$ cat src/rtl/sec_priv_pkg.sv
package sec_priv_pkg;
  typedef enum logic [1:0] {
    MODE_STD  = 2'd0,
    MODE_AUTH = 2'd1,
    MODE_ENC  = 2'd2
  } sec_mode_e;
endpackage

$ cat src/rtl/sec_attempt_bank.sv
// One saturating attempt counter per set; a counter at zero refuses attempts.
module sec_attempt_bank #(
  parameter int N     = 8,
  parameter int CW    = 4,
  parameter int LIMIT = 3,
  localparam int IW   = (N > 1) ? $clog2(N) : 1,
  localparam int LW   = 1 << IW
) (
  input  logic          clk,
  input  logic          rst_n,
  input  logic          try_en,
  input  logic [IW-1:0] try_idx,
  input  logic          try_ok,
  output logic          grant
);
  localparam logic [CW-1:0] LIMIT_V = CW'(LIMIT);

  logic [N-1:0] live;

  for (genvar i = 0; i < N; i++) begin : g_cnt
    logic [CW-1:0] cnt_q, cnt_d;
    logic          hit;

    assign hit = try_en && (try_idx == IW'(i));

    always_comb begin
      cnt_d = cnt_q;
      if (try_ok && (cnt_q != '0)) begin
        cnt_d = LIMIT_V;
      end else if (cnt_q != '0) begin
        cnt_d = cnt_q - 1'b1;
      end
    end

    always_ff @(posedge clk or negedge rst_n) begin
      if (!rst_n) begin
        cnt_q <= LIMIT_V;
      end else if (hit) begin
        cnt_q <= cnt_d;
      end
    end

    assign live[i] = (cnt_q != '0);
  end

  logic [LW-1:0] live_ext;
  assign live_ext = LW'(live);
  assign grant    = try_en && try_ok && live_ext[try_idx];
endmodule

$ cat src/rtl/sec_mode_fsm.sv
// Communication mode and active key set.
module sec_mode_fsm
  import sec_priv_pkg::*;
#(
  parameter int KW = 2
) (
  input  logic          clk,
  input  logic          rst_n,
  input  logic          auth_done,
  input  logic          auth_grant,
  input  logic [KW-1:0] auth_key,
  input  logic          enc_done,
  input  logic          enc_ok,
  input  logic          mac_done,
  input  logic          mac_ok,
  output logic [1:0]    mode,
  output logic [KW-1:0] key_q,
  output logic          mac_bad
);
  sec_mode_e     mode_q, mode_d;
  logic [KW-1:0] key_d;
  logic          upd_en;

  assign mac_bad = mac_done && !mac_ok && (mode_q != MODE_STD);
  assign upd_en  = mac_bad || enc_done || auth_done;

  always_comb begin
    mode_d = mode_q;
    key_d  = key_q;
    if (mac_bad) begin
      mode_d = MODE_STD;
    end else if (enc_done && (mode_q != MODE_STD)) begin
      mode_d = enc_ok ? MODE_ENC : MODE_STD;
    end
    if (auth_done) begin
      if (auth_grant) begin
        mode_d = MODE_AUTH;
        key_d  = auth_key;
      end else begin
        mode_d = MODE_STD;
      end
    end
  end

  always_ff @(posedge clk or negedge rst_n) begin
    if (!rst_n) begin
      mode_q <= MODE_STD;
      key_q  <= '0;
    end else if (upd_en) begin
      mode_q <= mode_d;
      key_q  <= key_d;
    end
  end

  assign mode = mode_q;
endmodule

$ cat src/rtl/sec_pw_state.sv
// The single active password set and its right.
module sec_pw_state #(
  parameter int PW_IW = 3
) (
  input  logic             clk,
  input  logic             rst_n,
  input  logic             pw_done,
  input  logic             pw_grant,
  input  logic [PW_IW-1:0] pw_set,
  input  logic             pw_is_write,
  output logic             valid_q,
  output logic [PW_IW-1:0] set_q,
  output logic             wr_q
);
  logic             valid_d, wr_d;
  logic [PW_IW-1:0] set_d;

  always_comb begin
    valid_d = pw_grant;
    set_d   = pw_grant ? pw_set : set_q;
    wr_d    = pw_grant && pw_is_write;
  end

  always_ff @(posedge clk or negedge rst_n) begin
    if (!rst_n) begin
      valid_q <= 1'b0;
      set_q   <= '0;
      wr_q    <= 1'b0;
    end else if (pw_done) begin
      valid_q <= valid_d;
      set_q   <= set_d;
      wr_q    <= wr_d;
    end
  end
endmodule

$ cat src/rtl/sec_zone_check.sv
// Per-zone access decision, selected by the queried zone.
module sec_zone_check
  import sec_priv_pkg::*;
#(
  parameter int NZ    = 8,
  parameter int PW_IW = 3,
  parameter int KW    = 2,
  localparam int ZW   = (NZ > 1) ? $clog2(NZ) : 1,
  localparam int ZL   = 1 << ZW
) (
  input  logic [1:0]          mode,
  input  logic [KW-1:0]       key_q,
  input  logic                pw_valid,
  input  logic [PW_IW-1:0]    pw_set_q,
  input  logic                pw_wr,
  input  logic                sup_en,
  input  logic [PW_IW-1:0]    sup_set,
  input  logic [NZ-1:0]       zone_pw_req,
  input  logic [NZ*PW_IW-1:0] zone_pw_set,
  input  logic [NZ-1:0]       zone_auth_req,
  input  logic [NZ*KW-1:0]    zone_key,
  input  logic [NZ-1:0]       zone_enc_req,
  input  logic [ZW-1:0]       q_zone,
  output logic                rd_allow,
  output logic                wr_allow
);
  logic          sup_hit;
  logic [NZ-1:0] rd_v, wr_v;

  assign sup_hit = sup_en && pw_valid && pw_wr && (pw_set_q == sup_set);

  for (genvar z = 0; z < NZ; z++) begin : g_zone
    logic [PW_IW-1:0] zset;
    logic [KW-1:0]    zkey;
    logic             pw_match, pw_rd_ok, pw_wr_ok, auth_ok, enc_ok;

    assign zset     = zone_pw_set[z*PW_IW +: PW_IW];
    assign zkey     = zone_key[z*KW +: KW];
    assign pw_match = pw_valid && ((pw_set_q == zset) || sup_hit);
    assign pw_rd_ok = !zone_pw_req[z] || pw_match;
    assign pw_wr_ok = !zone_pw_req[z] || (pw_match && pw_wr);
    assign auth_ok  = !zone_auth_req[z] ||
                      ((mode != MODE_STD) && (key_q == zkey));
    assign enc_ok   = !zone_enc_req[z] ||
                      ((mode == MODE_ENC) && (key_q == zkey));
    assign rd_v[z]  = pw_rd_ok && auth_ok && enc_ok;
    assign wr_v[z]  = pw_wr_ok && auth_ok && enc_ok;
  end

  logic [ZL-1:0] rd_ext, wr_ext;
  assign rd_ext   = ZL'(rd_v);
  assign wr_ext   = ZL'(wr_v);
  assign rd_allow = rd_ext[q_zone];
  assign wr_allow = wr_ext[q_zone];
endmodule

$ cat src/rtl/sec_priv_tracker.sv
module sec_priv_tracker #(
  parameter int NUM_PW_SETS   = 8,
  parameter int NUM_KEY_SETS  = 4,
  parameter int NUM_ZONES     = 8,
  parameter int CNT_W         = 4,
  parameter int ATTEMPT_LIMIT = 3,
  localparam int PW_IW = (NUM_PW_SETS > 1) ? $clog2(NUM_PW_SETS) : 1,
  localparam int KW    = (NUM_KEY_SETS > 1) ? $clog2(NUM_KEY_SETS) : 1,
  localparam int ZW    = (NUM_ZONES > 1) ? $clog2(NUM_ZONES) : 1
) (
  input  logic                       clk,
  input  logic                       rst_n,
  input  logic                       auth_done,
  input  logic                       auth_ok,
  input  logic [KW-1:0]              auth_key,
  input  logic                       enc_done,
  input  logic                       enc_ok,
  input  logic                       pw_done,
  input  logic                       pw_ok,
  input  logic                       pw_is_write,
  input  logic [PW_IW-1:0]           pw_set,
  input  logic                       mac_done,
  input  logic                       mac_ok,
  input  logic                       sup_en,
  input  logic [PW_IW-1:0]           sup_set,
  input  logic [NUM_ZONES-1:0]       zone_pw_req,
  input  logic [NUM_ZONES*PW_IW-1:0] zone_pw_set,
  input  logic [NUM_ZONES-1:0]       zone_auth_req,
  input  logic [NUM_ZONES*KW-1:0]    zone_key,
  input  logic [NUM_ZONES-1:0]       zone_enc_req,
  input  logic [ZW-1:0]              q_zone,
  output logic [1:0]                 mode,
  output logic [KW-1:0]              key_active,
  output logic                       pw_valid,
  output logic [PW_IW-1:0]           pw_active_set,
  output logic                       pw_write,
  output logic                       cmd_abort,
  output logic                       rd_allow,
  output logic                       wr_allow
);
  logic pw_grant, auth_grant;

  sec_attempt_bank #(
    .N(NUM_PW_SETS), .CW(CNT_W), .LIMIT(ATTEMPT_LIMIT)
  ) u_pw_cnt (
    .clk(clk), .rst_n(rst_n), .try_en(pw_done), .try_idx(pw_set),
    .try_ok(pw_ok), .grant(pw_grant)
  );

  sec_attempt_bank #(
    .N(NUM_KEY_SETS), .CW(CNT_W), .LIMIT(ATTEMPT_LIMIT)
  ) u_key_cnt (
    .clk(clk), .rst_n(rst_n), .try_en(auth_done), .try_idx(auth_key),
    .try_ok(auth_ok), .grant(auth_grant)
  );

  sec_mode_fsm #(.KW(KW)) u_mode (
    .clk(clk), .rst_n(rst_n),
    .auth_done(auth_done), .auth_grant(auth_grant), .auth_key(auth_key),
    .enc_done(enc_done), .enc_ok(enc_ok),
    .mac_done(mac_done), .mac_ok(mac_ok),
    .mode(mode), .key_q(key_active), .mac_bad(cmd_abort)
  );

  sec_pw_state #(.PW_IW(PW_IW)) u_pw (
    .clk(clk), .rst_n(rst_n),
    .pw_done(pw_done), .pw_grant(pw_grant), .pw_set(pw_set),
    .pw_is_write(pw_is_write),
    .valid_q(pw_valid), .set_q(pw_active_set), .wr_q(pw_write)
  );

  sec_zone_check #(.NZ(NUM_ZONES), .PW_IW(PW_IW), .KW(KW)) u_zone (
    .mode(mode), .key_q(key_active),
    .pw_valid(pw_valid), .pw_set_q(pw_active_set), .pw_wr(pw_write),
    .sup_en(sup_en), .sup_set(sup_set),
    .zone_pw_req(zone_pw_req), .zone_pw_set(zone_pw_set),
    .zone_auth_req(zone_auth_req), .zone_key(zone_key),
    .zone_enc_req(zone_enc_req), .q_zone(q_zone),
    .rd_allow(rd_allow), .wr_allow(wr_allow)
  );
endmodule

$ cat config.mk
export PLATFORM = sky130hd
export DESIGN_NAME = sec_priv_tracker
export DESIGN_NICKNAME = d
export VERILOG_FILES = /design/src/rtl/sec_priv_pkg.sv /design/src/rtl/sec_attempt_bank.sv /design/src/rtl/sec_mode_fsm.sv /design/src/rtl/sec_pw_state.sv /design/src/rtl/sec_zone_check.sv /design/src/rtl/sec_priv_tracker.sv
export SDC_FILE = /design/constraint.sdc
export NUM_CORES = 1
export LEC_CHECK = 0
export CORE_MARGIN = 1
export CORE_UTILIZATION = 54
export DETAILED_ROUTE_END_ITERATION = 7
export HOLD_SLACK_MARGIN = 0.03
export PLACE_DENSITY = 0.88
export SETUP_SLACK_MARGIN = 0.02
export SLEW_MARGIN = 20
export SYNTH_ARGS = -nofsm -noshare
export SYNTH_HDL_FRONTEND = slang
export SYNTH_SLANG_ARGS = --single-unit
$ cat constraint.sdc
create_clock -name clk -period 4.3 [get_ports clk]
set_input_delay 0.43 -clock clk [delete_from_list [all_inputs] [get_ports clk]]
set_output_delay 0.43 -clock clk [all_outputs]
set_load 0.03 [all_outputs]
==> results of run 1 <==
## stage by stage
stage	util, %	area [sq um]	instances
2_1_floorplan	-	4020	475
3_3_place_gp	70.1	5060	657
3_5_place_dp	70.1	5060	657
4_1_cts	73.3	5290	673
5_1_grt	73.3	5290	673
6_report	73.3	5290	673
## report_power, final
group	switching, mW	internal (mW)	total [mW]	leakage [nW]
clock network	0.213	0.355	0.569	0.115
registers	0.136	0.668	0.804	0.648
logic	0.288	0.297	0.585	1.50
## worst register-to-register path, cell delays in order, from the launching register on
cell,delay (ns)
dfstp_2,0.56
inv_1,0.07
ha_1,0.21
and3_1,0.18
mux4_2,0.48
nand2_1,0.08
o2111ai_1,0.24
mux2_1,0.39
## worst paths after layout
| path | endpoint | slack [ns] | depth (start not counted) |
|---|---|---|---|
| setup / recovery | wr_allow | 0.38 | 7 |
| hold / removal | u_key_cnt.g_cnt[1].cnt_q[3] | 0.03 | 1 |
| setup reg to reg | u_pw.set_q[0] | 2.00 | 7 |
| hold reg to reg | u_pw_cnt.g_cnt[7].cnt_q[3] | 0.48 | 1 |
| max in group asynchronous | u_pw_cnt.g_cnt[0].cnt_q[0] | 3.40 | 2 |
| min in group clk | u_pw_cnt.g_cnt[7].cnt_q[3] | 0.48 | 1 |
## layout make-up
| class | count | area share [%] |
|---|---|---|
| clock inverters | 5 | 1.47 |
| well taps | 99 | 2.34 |
| multi-input cells | 364 | 44.3 |
| repair buffers | 101 | 18.9 |
| inverters | 36 | 2.56 |
| clock buffers | 11 | 2.86 |
| flip-flops and latches | 57 | 27.5 |
## sequential cells by signal (all words and copies together), names as in the netlist
| name | count |
|---|---|
| u_mode.key_q | 2 |
| u_pw_cnt.g_cnt.cnt_q | 32 |
| u_key_cnt.g_cnt.cnt_q | 16 |
| u_mode.mode | 2 |
| u_pw.set_q | 3 |
| u_pw.wr_q | 1 |
| u_pw.valid_q | 1 |
## cells by family (layout without fill, tap and decap cells)
| logic type | count (synthesis) | after routing | synth area share [%] |
|---|---|---|---|
| adder cells (fa/ha/maj) | 12 | 12 | 3.74 |
| AO/OA/AOI/OAI | 118 | 118 | 18.6 |
| multiplexers | 15 | 15 | 4.83 |
| buffers and inverters | 54 | 153 | 5.42 |
| AND/OR/NAND/NOR | 173 | 173 | 21.2 |
| XOR/XNOR | 46 | 46 | 10.0 |
| flip-flops | 57 | 57 | 36.2 |
## routing by layer
metal / share of wire, % / up-vias / global-route usage (%)
li1: - / 1871 / -
met1: 41 / 1838 / 33.9
met2: 49 / 141 / 48.2
met3: 6.8 / 22 / 5.04
met4: 2.8 / 0 / 14.8
met5: 0 / - / 0
## cell usage in the layout (no fill, tap or decap), types with 3 or more instances in the layout
master,synthesis,routed
nand3_1,6,6
a21o_1,8,8
clkdlybuf4s50_1,0,97
dfrtp_1,33,33
clkbuf_8,0,11
xnor2_1,15,15
nor3_1,25,25
xor2_1,31,31
nand4_1,3,3
nand3b_1,3,3
nor2_1,53,53
ha_1,12,12
o41ai_1,3,3
nand2_1,39,39
nor4_1,7,7
mux2_2,3,3
nand2b_1,10,10
o22ai_1,3,3
or3_1,8,8
o2bb2ai_1,3,3
buf_4,1,3
a21oi_1,25,25
nor3b_1,6,6
inv_1,36,36
o21ai_0,30,30
mux2i_1,7,7
a31oi_1,11,11
o21ai_1,10,10
mux4_2,3,3
a2111oi_0,3,3
o31ai_1,3,3
dfstp_2,24,24
a22o_1,3,3
==> summary.md, run 1 <==
| Metric | Value |
|---|---|
| Cell family with most CP delay | `simple AND/OR/NAND/NOR gates` |
| Drt drc | `0` |
| Critical path type | `reg -> out` |
| Fillers | `528` |
| Critical path fanouts, max | `12` |
| Clock buffer count from CTS | `9` |
| Die H | `88.3 um` |
| Power Dens Cells | `370 nW/um^2` |
| Leading area contributor after synthesis | `dfrtp_1` |
| Area of the core | `around 7200 sq um` |
| Top cell type's share of synthesized area | `20.5%` |
| GRT Util Overall | `28.2%` |
| Cell row count | `31` |
| Register area | `~1500 sq um` |
| Post-CTS Setup Bufs | `0` |
| Syn. warnings | `0` |
| Syn_area_per_cell | `8.46 sq um` |
| Multi-input gate area | `2340 sq um` |
| Port Buffers | `98` |
| Via-per-instance ratio | `5.75` |
| Setup TNS | `0 ns` |
| Syn-to-layout area delta | `31.6%` |
| Net Count, Synth | `574` |
| Root buffer cell | `clkbuf_8` |
| Clock buffer depth | `2` |
| Setup WS post-layout | `0.380 ns` |
| I/O pins | `a little under 100` |
| Status | `completed` |
| Power, Total | `1.96 mW` |
| RR Startpoint | `u_pw_cnt.g_cnt[5].cnt_q[1]` |
| Hold WS | `0.0330 ns` |
| Max-slew violations | `0` |
| Clk_lat worst skew | `roughly 0.35 ns` |
| Maximum vdd ir drop | `0.000368 V` |
| GPL Wtd Cong | `about 0.94` |
| CP endpoint kind | `output port` |
| WL per Instance | `16.1 um` |
| Required @ worst endpoint | `roughly 3.9 ns` |
| Slew margin rel. | `a little under half` |
| Synth top cells by count | `53 x nor2_1, 39 x nand2_1, 36 x inv_1` |
| Htree depth | `3` |
| Cell Chain, Critical Path | `xor2_1 > nor4_2 > o21ai_1 > or4b_1 > o211ai_1 > a22o_1 > clkdlybuf4s50_1` |
| CP arrival | `3.49 ns` |
| Cells after synthesis | `475` |
| Proportion of layout cells with a drive suffix above 1 | `under 10%` |
| Worst Tran Pin Value | `0.811 ns` |
| Nets | `668` |
| CP startpoint | `u_pw.set_q[2]` |
| Total congestion overflow | `0` |
| Most common flop cell mapped by yosys | `dfrtp_1` |
| Slowest CP cell | `dfrtp_1` |
| Worst slack, placed | `0.584 ns` |
| Ys async rst share | `100%` |
| First drt pass iteration count | `4` |
| Area of the die | `a little under 8000 sq um` |
| Initial antenna violation count | `0` |
| 1st-iter DRT viols | `228` |
| Clock-pin slew on the worst setup and hold paths | `around 0.080 ns` |
| Largest net degree at the start of global routing | `38` |
| Final setup viols | `0` |
| Final Hold Fails | `0` |
| Mapped Area | `around 4000 sq um` |
| TritonCTS clock tree | `yes` |
| Register bit total from synthesis | `57` |
| Seq/Total Area, Yosys | `36.2%` |
| PostCTS Resize Cnt | `0` |
| Initial core utilization | `a little under three fifths` |
| Drt total wl | `10800 um` |
| Crit share post-route | `between 90% and 100%` |
| N_diodes | `0` |
| Final Skew | `around 0.013 ns` |
| Vias in the first global route | `3673` |
| Synth unique cells | `59` |
| Post-synth EDFFs | `0` |
| Synth top area cells | `dfrtp_1 21%, dfstp_2 16%, xor2_1 6.8%, nor2_1 5.0%, ha_1 3.7%` |
| Die W | `88.3 um` |
| Min Tclk post-route | `between 3 and 4 ns` |
| First-pass GRT wire length | `16800 um` |
| Fmax | `255 MHz` |
| LEAKAGE | `2.26 nW` |
| Sink Count | `57` |
| Largest stage delay, worst path | `~0.7 ns` |
| Max-cap viol count | `0` |
| Final ANT Viol Nets | `0` |
| Path type of the worst min-delay path | `in -> async` |
| CP bufs+invs | `1` |
| DP Wirelength | `7980 um` |
| Cts hold-fix bufs | `0` |
| Vias | `just under 4000` |
| Most frequent cell after synthesis | `nor2_1` |
| RSZ-0062 raised after global routing | `no` |
| Startpoint types | `register` |
(Power assumes the default switching activity.)
==> run 2, diff against run 1 <==
--- a/config.mk
+++ b/config.mk
@@ -15,3 +15,4 @@
 export SYNTH_ARGS = -nofsm -noshare
 export SYNTH_HDL_FRONTEND = slang
 export SYNTH_SLANG_ARGS = --single-unit
+export TNS_END_PERCENT = 5
==> results of run 2 <==
The final DEF is identical to that of run 1; final timing and power are the same.
==> run 3, diff against run 2 <==
--- a/config.mk
+++ b/config.mk
@@ -5,7 +5,7 @@
 export SDC_FILE = /design/constraint.sdc
 export NUM_CORES = 1
 export LEC_CHECK = 0
-export CORE_MARGIN = 1
+export CORE_MARGIN = 2
 export CORE_UTILIZATION = 54
 export DETAILED_ROUTE_END_ITERATION = 7
 export HOLD_SLACK_MARGIN = 0.03
==> summary.md, run 3 (synthesis gave the netlist of run 1 again) <==
| Metric | Value |
|---|---|
| Clock buffer count from CTS | `9 (unchanged)` |
| CP arrival | `3.44 ns (was 3.49 ns)` |
| Worst slack, placed | `0.685 ns (was 0.584 ns)` |
| Htree depth | `3 (unchanged)` |
| Root buffer cell | `clkbuf_8 (unchanged)` |
| Cell row count | `31 (unchanged)` |
| Hold WS | `0.108 ns (was 0.0330 ns)` |
| Final ANT Viol Nets | `0 (unchanged)` |
| Area of the die | `8150 sq um (was 7790 sq um)` |
| Vias in the first global route | `3880 (was 3673)` |
| RSZ-0062 raised after global routing | `no (unchanged)` |
| Biggest regs | `u_pw_cnt.g_cnt.cnt_q (32), u_key_cnt.g_cnt.cnt_q (16), u_pw.set_q (3) (unchanged)` |
| Maximum vdd ir drop | `0.000254 V (was 0.000368 V)` |
| Drt total wl | `11100 um (was 10800 um)` |
| Power Dens Cells | `354 nW/um^2 (was 370 nW/um^2)` |
| Final Hold Fails | `0 (unchanged)` |
| Max FFs per register | `32 (unchanged)` |
| Cts hold-fix bufs | `0 (unchanged)` |
| Critical path type | `reg -> out (unchanged)` |
| Most frequent cells in the layout | `97 x clkdlybuf4s50_1, 53 x nor2_1, 39 x nand2_1 (unchanged)` |
| Placed Area | `5060 sq um (unchanged)` |
| PostCTS Resize Cnt | `0 (unchanged)` |
| Proportion of layout cells with a drive suffix above 1 | `9.58% (was 9.76%)` |
| DP Wirelength | `8190 um (was 7980 um)` |
| Critical path fanouts, max | `12 (unchanged)` |
| LEAKAGE | `2.24 nW (was 2.26 nW)` |
| 1st-iter DRT viols | `175 (was 228)` |
| Most common cell after layout, fill and taps aside | `clkdlybuf4s50_1 (unchanged)` |
| Initial core utilization | `55.7% (unchanged)` |
| Path type of the worst min-delay path | `in -> async (unchanged)` |
| Port Buffers | `98 (unchanged)` |
| Setup WS post-layout | `0.428 ns (was 0.380 ns)` |
| Fmax | `258 MHz (was 255 MHz)` |
| Required @ worst endpoint | `3.87 ns (about the same)` |
| First drt pass iteration count | `7 (was 4)` |
| Die W | `90.3 um (was 88.3 um)` |
| Drt drc | `0 (unchanged)` |
| Finished Layout Cells | `673 (unchanged)` |
| Via-per-instance ratio | `5.82 (was 5.75)` |
| CP endpoint kind | `output port (unchanged)` |
| N_diodes | `0 (unchanged)` |
| Nets | `668 (unchanged)` |
| Area of the core | `7210 sq um (unchanged)` |
| DP Cell Count | `657 (unchanged)` |
| Max-cap viol count | `0 (unchanged)` |
| Slew margin rel. | `44.9% (was 45.5%)` |
| Sink Count | `57 (unchanged)` |
| Min Tclk post-route | `3.87 ns (was 3.92 ns)` |
| Clk_lat worst skew | `0.34 ns (was 0.35 ns)` |
| Initial antenna violation count | `0 (unchanged)` |
| Final setup viols | `0 (unchanged)` |
| Worst Tran Pin Value | `0.820 ns (was 0.811 ns)` |
| GRT Util Overall | `28.3% (was 28.2%)` |
| I/O pins | `99 (unchanged)` |
| Post-CTS Setup Bufs | `0 (unchanged)` |
| Die H | `90.3 um (was 88.3 um)` |
| First-pass GRT wire length | `18700 um (was 16800 um)` |
| Startpoint types | `register (unchanged)` |
| Clock buffer depth | `2 (unchanged)` |
| GPL Wtd Cong | `0.928 (was 0.940)` |
| Status | `completed (unchanged)` |
| TritonCTS clock tree | `yes (unchanged)` |
| Clock-pin slew on the worst setup and hold paths | `0.07 ns (was 0.08 ns)` |
| Crit share post-route | `90.0% (was 91.2%)` |
| Vias | `3915 (was 3872)` |
| Most flops, register | `u_pw_cnt.g_cnt.cnt_q (unchanged)` |
| Setup TNS | `0 ns (unchanged)` |
| Finished Cell Area | `5240 sq um (was 5290 sq um)` |
| Largest net degree at the start of global routing | `31 (was 38)` |
| WL per Instance | `16.4 um (was 16.1 um)` |
| Syn-to-layout area delta | `30.4% (was 31.6%)` |
| Total congestion overflow | `0 (unchanged)` |
| Final Skew | `0.00928 ns (was 0.0134 ns)` |
| Max-slew violations | `0 (unchanged)` |
-- run 3: cell types whose count changed in the layout (fill, tap and decap cells not counted) --
cell,previous run,this run
bufinv_16,2,0
clkinvlp_4,1,0
clkinv_2,2,3
clkbuf_1,0,1
clkbuf_8,11,12
-- run 3: per-stage QoR --
stage,util (%),total power [mW]
CTS,72.7,1.86
finish,72.7,1.86
detailed placement,70.1,1.40
global route,72.7,1.97
floorplan,-,1.17
global placement,70.1,1.36
-- run 3: worst paths after layout --
kind,cells past startpoint,end,slack (ns),start
worst max-delay path,7,wr_allow,0.43,u_pw.set_q[2]
worst min register to register,1,u_pw_cnt.g_cnt[3].cnt_q[3],0.49,u_pw_cnt.g_cnt[3].cnt_q[3]
worst max register to register,7,u_pw.set_q[0],2.00,u_pw_cnt.g_cnt[5].cnt_q[0]
worst min-delay path,1,u_mode.key_q[1],0.11,rst_n
min in group clk,1,u_pw_cnt.g_cnt[3].cnt_q[3],0.49,u_pw_cnt.g_cnt[3].cnt_q[3]
max in group asynchronous,2,u_pw_cnt.g_cnt[7].cnt_q[1],3.32,rst_n
-- run 3: power breakdown --
part / internal (mW) / switching [mW]
sequential: 0.669 / 0.134
combinational: 0.299 / 0.295
clock: 0.253 / 0.208
-- run 3: area by class of cell --
type,instances,area [sq um]
Clock buffer,13,169
Clock inverter,3,15.0
Timing Repair Buffer,101,998
Fill cell,561,1970
Multi-Input combinational cell,364,2340
Sequential cell,57,1460
Tap cell,99,124
Inverter,36,135
-- run 3: critical path, stage by stage (launching register included) --
cell,delay [ns]
dfrtp_1,0.72
xor2_1,0.20
nor4_2,0.60
o21ai_1,0.17
or4b_1,0.49
o211ai_1,0.11
a22o_1,0.14
clkdlybuf4s50_1,0.67
-- run 3: per-layer routing --
| layer | vias to the layer above | track usage (%) | routed length [um] |
|---|---|---|---|
| li1 | 1875 | - | - |
| met1 | 1867 | 34.5 | 4580 |
| met2 | 153 | 49.7 | 5580 |
| met3 | 20 | 5.43 | 667 |
| met4 | 0 | 10.4 | 245 |
| met5 | - | 0 | 0 |
